[src/rtl/madd_pkg.sv]
package madd_pkg;

    typedef enum logic [1:0] {
        ST_IDLE,   // waiting for a set
        ST_MA,     // multiply cycle 1 (overlapped: final add of previous set)
        ST_MB,     // multiply cycle 2, c+d into y
        ST_ZS      // final add x+y into z
    } sched_st_e;

    // steering encodings
    localparam logic SEL_CD = 1'b1;   // adder takes c,d
    localparam logic SEL_XY = 1'b0;   // adder takes x,y
    localparam logic DMX_Z  = 1'b1;   // adder result goes to z
    localparam logic DMX_Y  = 1'b0;   // adder result goes to y

    typedef struct packed {
        logic in_ready;
        logic ld_ops;
        logic mul_cap;
        logic ld_x;
        logic add_go;
        logic add_sel;
        logic dmx_sel;
    } ctrl_t;

endpackage

[src/rtl/madd_mul2.sv]
module madd_mul2 #(
    parameter int OPW = 16
) (
    input  logic                 clk,
    input  logic                 rst_n,
    input  logic                 cap,
    input  logic [OPW-1:0]       a,
    input  logic [OPW-1:0]       b,
    output logic [2*OPW-1:0]     prod
);
    localparam int LOW  = OPW / 2;
    localparam int HIW  = OPW - LOW;
    localparam int XW   = 2 * OPW;
    localparam int PLW  = OPW + LOW;
    localparam int PHW  = OPW + HIW;

    typedef struct packed {
        logic [PLW-1:0] pl;
        logic [PHW-1:0] ph;
    } part_t;

    part_t p_d, p_q;

    always_comb begin
        p_d = p_q;
        if (cap) begin
            p_d.pl = PLW'(a) * PLW'(b[LOW-1:0]);
            p_d.ph = PHW'(a) * PHW'(b[OPW-1:LOW]);
        end
    end

    always_ff @(posedge clk or negedge rst_n) begin
        if (!rst_n) p_q <= '0;
        else        p_q <= p_d;
    end

    assign prod = XW'(p_q.pl) + (XW'(p_q.ph) << LOW);

endmodule

[src/rtl/madd_addsh.sv]
module madd_addsh #(
    parameter int XW = 32
) (
    input  logic          go,
    input  logic          sel,
    input  logic          dmx,
    input  logic [XW-1:0] in_x,
    input  logic [XW-1:0] in_y,
    input  logic [XW-1:0] in_c,
    input  logic [XW-1:0] in_d,
    output logic [XW-1:0] sum,
    output logic          z_we,
    output logic          y_we
);
    import madd_pkg::*;

    logic [XW-1:0] opl, opr;

    always_comb begin
        opl  = (sel == SEL_CD) ? in_c : in_x;
        opr  = (sel == SEL_CD) ? in_d : in_y;
        sum  = opl + opr;
        z_we = go && (dmx == DMX_Z);
        y_we = go && (dmx == DMX_Y);
    end

endmodule

[src/rtl/madd_ctrl.sv]
module madd_ctrl (
    input  logic             clk,
    input  logic             rst_n,
    input  logic             in_valid,
    input  logic             mode_i,
    output madd_pkg::ctrl_t  ctl,
    output logic             mode_q
);
    import madd_pkg::*;

    typedef struct packed {
        sched_st_e st;
        logic      zpend;
        logic      ovl;
    } fsm_t;

    fsm_t s_d, s_q;

    always_comb begin
        s_d         = s_q;
        ctl         = '0;
        ctl.add_sel = SEL_XY;
        ctl.dmx_sel = DMX_Y;
        unique case (s_q.st)
            ST_IDLE: begin
                ctl.in_ready = 1'b1;
                if (in_valid) begin
                    ctl.ld_ops = 1'b1;
                    s_d.ovl    = mode_i;
                    s_d.zpend  = 1'b0;
                    s_d.st     = ST_MA;
                end
            end
            ST_MA: begin
                ctl.mul_cap = 1'b1;
                if (s_q.zpend) begin
                    ctl.add_go  = 1'b1;
                    ctl.add_sel = SEL_XY;
                    ctl.dmx_sel = DMX_Z;
                end
                s_d.zpend = 1'b0;
                s_d.st    = ST_MB;
            end
            ST_MB: begin
                ctl.ld_x    = 1'b1;
                ctl.add_go  = 1'b1;
                ctl.add_sel = SEL_CD;
                ctl.dmx_sel = DMX_Y;
                s_d.st      = ST_ZS;
                if (s_q.ovl) begin
                    ctl.in_ready = 1'b1;
                    if (in_valid) begin
                        ctl.ld_ops = 1'b1;
                        s_d.zpend  = 1'b1;
                        s_d.st     = ST_MA;
                    end
                end
            end
            ST_ZS: begin
                ctl.add_go  = 1'b1;
                ctl.add_sel = SEL_XY;
                ctl.dmx_sel = DMX_Z;
                s_d.st      = ST_IDLE;
                if (!s_q.ovl) begin
                    ctl.in_ready = 1'b1;
                    if (in_valid) begin
                        ctl.ld_ops = 1'b1;
                        s_d.st     = ST_MA;
                    end
                end
            end
            default: s_d.st = ST_IDLE;
        endcase
    end

    always_ff @(posedge clk or negedge rst_n) begin
        if (!rst_n) s_q <= '{st: ST_IDLE, zpend: 1'b0, ovl: 1'b0};
        else        s_q <= s_d;
    end

    assign mode_q = s_q.ovl;

endmodule

[src/rtl/madd_top.sv]
module madd_top #(
    parameter int OPW = 16
) (
    input  logic                 clk,
    input  logic                 rst_n,
    input  logic                 mode_i,
    input  logic                 in_valid,
    output logic                 in_ready,
    input  logic [OPW-1:0]       op_a,
    input  logic [OPW-1:0]       op_b,
    input  logic [OPW-1:0]       op_c,
    input  logic [OPW-1:0]       op_d,
    output logic                 z_valid,
    output logic [2*OPW-1:0]     z_o
);
    import madd_pkg::*;

    localparam int XW = 2 * OPW;

    typedef struct packed {
        logic [OPW-1:0] a;
        logic [OPW-1:0] b;
        logic [OPW-1:0] c;
        logic [OPW-1:0] d;
        logic [XW-1:0]  x;
        logic [XW-1:0]  y;
        logic [XW-1:0]  z;
        logic           zv;
    } dp_t;

    dp_t            r_d, r_q;
    ctrl_t          ctl;
    logic           mode_q;
    logic [XW-1:0]  mul_x;
    logic [XW-1:0]  add_sum;
    logic           z_we, y_we;

    madd_ctrl i_ctrl (
        .clk      (clk),
        .rst_n    (rst_n),
        .in_valid (in_valid),
        .mode_i   (mode_i),
        .ctl      (ctl),
        .mode_q   (mode_q)
    );

    madd_mul2 #(.OPW(OPW)) i_mul (
        .clk   (clk),
        .rst_n (rst_n),
        .cap   (ctl.mul_cap),
        .a     (r_q.a),
        .b     (r_q.b),
        .prod  (mul_x)
    );

    madd_addsh #(.XW(XW)) i_add (
        .go    (ctl.add_go),
        .sel   (ctl.add_sel),
        .dmx   (ctl.dmx_sel),
        .in_x  (r_q.x),
        .in_y  (r_q.y),
        .in_c  (XW'(r_q.c)),
        .in_d  (XW'(r_q.d)),
        .sum   (add_sum),
        .z_we  (z_we),
        .y_we  (y_we)
    );

    always_comb begin
        r_d    = r_q;
        r_d.zv = z_we;
        if (ctl.ld_ops) begin
            r_d.a = op_a;
            r_d.b = op_b;
            r_d.c = op_c;
            r_d.d = op_d;
        end
        if (ctl.ld_x) r_d.x = mul_x;
        if (y_we)     r_d.y = add_sum;
        if (z_we)     r_d.z = add_sum;
    end

    always_ff @(posedge clk or negedge rst_n) begin
        if (!rst_n) r_q <= '0;
        else        r_q <= r_d;
    end

    assign in_ready = ctl.in_ready;
    assign z_valid  = r_q.zv;
    assign z_o      = r_q.z;

endmodule

[config.mk]
export PLATFORM = sky130hd
export DESIGN_NAME = madd_top
export DESIGN_NICKNAME = d
export VERILOG_FILES = /design/src/rtl/madd_pkg.sv /design/src/rtl/madd_mul2.sv /design/src/rtl/madd_addsh.sv /design/src/rtl/madd_ctrl.sv /design/src/rtl/madd_top.sv
export SDC_FILE = /design/constraint.sdc
export NUM_CORES = 1
export LEC_CHECK = 0
export ABC_AREA = 1
export BUFFER_PORTS_ARGS = -buffer_cell sky130_fd_sc_hd__buf_2
export CORE_UTILIZATION = 65
export CTS_BUF_LIST = sky130_fd_sc_hd__clkbuf_4 sky130_fd_sc_hd__clkbuf_8
export CTS_CLUSTER_DIAMETER = 150
export DETAILED_ROUTE_END_ITERATION = 7
export PLACE_DENSITY = 0.84
export SYNTH_ARGS = -nofsm -noshare
export SYNTH_HDL_FRONTEND = slang
export SYNTH_SLANG_ARGS = --single-unit
[constraint.sdc]
create_clock -name clk -period 5.7 [get_ports clk]
set_input_delay 0.57 -clock clk [delete_from_list [all_inputs] [get_ports clk]]
set_output_delay 0.57 -clock clk [all_outputs]
set_load 0.1 [all_outputs]
==> out/qor.csv <==
metric,value,unit
rsz0062_at_grt,false,
crit_path_start_kind,flip-flop,
grt_pass1_vias,19100,
synth-simple-area-share,25.4,%
cts_buffers,40,
vias_per_cell,5.33,
start_util,66.6,%
area_growth,7.81,%
crit_fanout,17,
grt-ovfl-total,0,
fin_crit_sh,82.8,%
drcViolationCount,0,
cts_buffer_depth,3,
setup_viol,0,
portBuffers,101,
drv_slew,0,
drv_cap,0,
nets,3395,
fp.dieH,183,µm
gp_routability_congestion,0.940,
wl_per_cell,16.2,µm
arrival,5.21,ns
first_pass_iters,5,
dpl.hpwl,43500,µm
fmax,212,MHz
ys_warn_count,0,
post_cts_buffers,0,
max-slew-margin-rel,25.5,%
core,0.0319,mm²
synth_common_cells,"nand2_1 (1017), inv_1 (680), dfrtp_1 (213)",
ys_seq_elements,213,
grt_max_degree,127,
synth_nets,3347,
synthDistinctLibCells,33,
worst_pin_slew,1.12,ns
syn_inst,2970,
synth_top_family_by_area,simple AND/OR/NAND/NOR gates,
num_rows,65,
synth_top_area_share,25.1,%
antenna_found_initial,0,
routed_wl,56500,µm
async_reset_ff_share,100,%
worstSkewPairLatency,0.60,ns
synthTopCellsByArea,"dfrtp_1 (25%), nand2_1 (18%), fa_1 (16%), inv_1 (12%), ha_1 (8.2%)",
io_pins,102,
cts_root_buffer,clkbuf_8,
ff2ff_path_depth,18,
layout-drive-gt1-share,8.50,%
skew,0.0172,ns
critPathRequiredTime,6.19,ns
hold_path_class,in -> async,
post-route-min-period,4.72,ns
hold_viol_final,0,
synth_xor_area_share,1.28,%
hold_buffers,0,
vias,18600,
synth-compound-area-share,5.35,%
fin_tns_setup,0,ns
yosysTopAreaCell,dfrtp_1,
cp-end-kind,flip-flop,
path_class,reg -> reg,
rr_endpoint,i_mul.p_q[47]$_DFFE_PN0P_,
rr_startpoint,r_q[131]$_DFFE_PN0P_,
dieArea,0.0334,mm²
ys_seq_area_share,25.1,%
track_usage,35.4,%
clock-sinks,213,
synth-main-ff-cell,dfrtp_1,
syn_area,0.0212,mm²
synth_edf_count,0,
clk_pin_slew,0.07,ns
status,"finished, final reports clean",
synth_most_common_cell,nand2_1,
die_w,183,µm
ctsResizeCount,0,
r2r_slack,0.98,ns
tritoncts,built,
drtIter0Drc,1307,
htreeDepth,2,
final_antenna_net_count,0,
synthMuxAreaShare,4.46,%
synth_area_per_cell,7.15,µm²
grt_pass1_wl,92900,µm
synth-adder-area-share,24.2,%
-- per-layer routing --
metal | global-route usage [%] | part of all wire (%) | vias to the layer above
li1 | - | - | 8956
met2 | 63.0 | 49 | 713
met3 | 4.69 | 6.3 | 163
met5 | 0 | 0 | -
met4 | 17.9 | 4.7 | 0
met1 | 41.8 | 40 | 8728
-- state kept, by name, indices dropped and copies added (netlist names) --
signal         flops
z_o               32
i_ctrl.mode_q      1
i_ctrl.s_q         3
i_mul.p_q         48
r_q              128
z_valid            1
-- placed cells by master, fill, tap and decap left out, drive strengths merged, types with 12 or more instances in the layout --
cell       n
nand2   1018
inv      681
dfrtp    213
fa       170
nand3    145
ha       139
nor2     134
buf      113
o21ai    106
a21oi     86
mux2      64
clkbuf    62
xnor2     24
nand4     23
o21bai    12
nand3b    12
-- through the flow --
stage	hold WS (ns)	cell area (µm²)	instances	utilization [%]	worst slack, ns
6_report	0.0379	22900	3484	71.8	0.981
5_1_grt	0.105	22900	3483	71.8	0.736
4_1_cts	0.0718	22900	3483	71.8	0.997
3_5_place_dp	0.460	21900	3411	68.8	1.01
3_3_place_gp	0.455	21900	3411	68.8	1.04
2_1_floorplan	0.274	21200	2970	-	1.46
-- cell type report --
cell class                      instances  area [µm²]
Tap cell                              435         544
Timing Repair Buffer                  113         606
Sequential cell                       213        5330
Antenna cell                            1        2.50
Clock buffer                           62         791
Fill cell                            2679        9000
Inverter                              680        2550
Multi-Input combinational cell       1970       12900
Clock inverter                         10         154
-- cell families (layout without fill, tap and decap cells) --
logic type,after synthesis,after routing
and+or+nand+nor,1351,1351
DFF,213,213
muxes,64,64
xor gates and xnor gates,31,31
other,0,1
buffers and inverters,787,865
AOI/OAI and AO/OA,215,215
adders and majority gates,309,309
-- worst max path at each step --
| stage | start | to | depth (start not counted) |
|---|---|---|---|
| finish | r_q[131]$_DFFE_PN0P_ | i_mul.p_q[47]$_DFFE_PN0P_ | 18 |
| global route | r_q[149]$_DFFE_PN0P_ | i_mul.p_q[15]$_DFFE_PN0P_ | 18 |
| CTS | r_q[149]$_DFFE_PN0P_ | i_mul.p_q[19]$_DFFE_PN0P_ | 18 |
| detailed placement | r_q[149]$_DFFE_PN0P_ | i_mul.p_q[19]$_DFFE_PN0P_ | 18 |
| global placement | r_q[149]$_DFFE_PN0P_ | i_mul.p_q[19]$_DFFE_PN0P_ | 18 |
| floorplan | r_q[150]$_DFFE_PN0P_ | i_mul.p_q[14]$_DFFE_PN0P_ | 20 |
-- worst max-delay path: stages (launching register included) --
cell     delay [ns]
dfrtp_1        0.84
nand2_1        0.19
fa_1           0.54
fa_1           0.56
inv_1          0.05
fa_1           0.47
inv_1          0.05
fa_1           0.47
inv_1          0.04
ha_1           0.35
nand2_1        0.13
nor2_1         0.20
inv_1          0.06
nor2_1         0.16
nand4_1        0.17
nand3_1        0.13
nand2_1        0.05
nand3_1        0.07
nand2_1        0.05
Power is not shown: default switching activity piles up to over one toggle a cycle in this logic, so the estimate is an artifact.
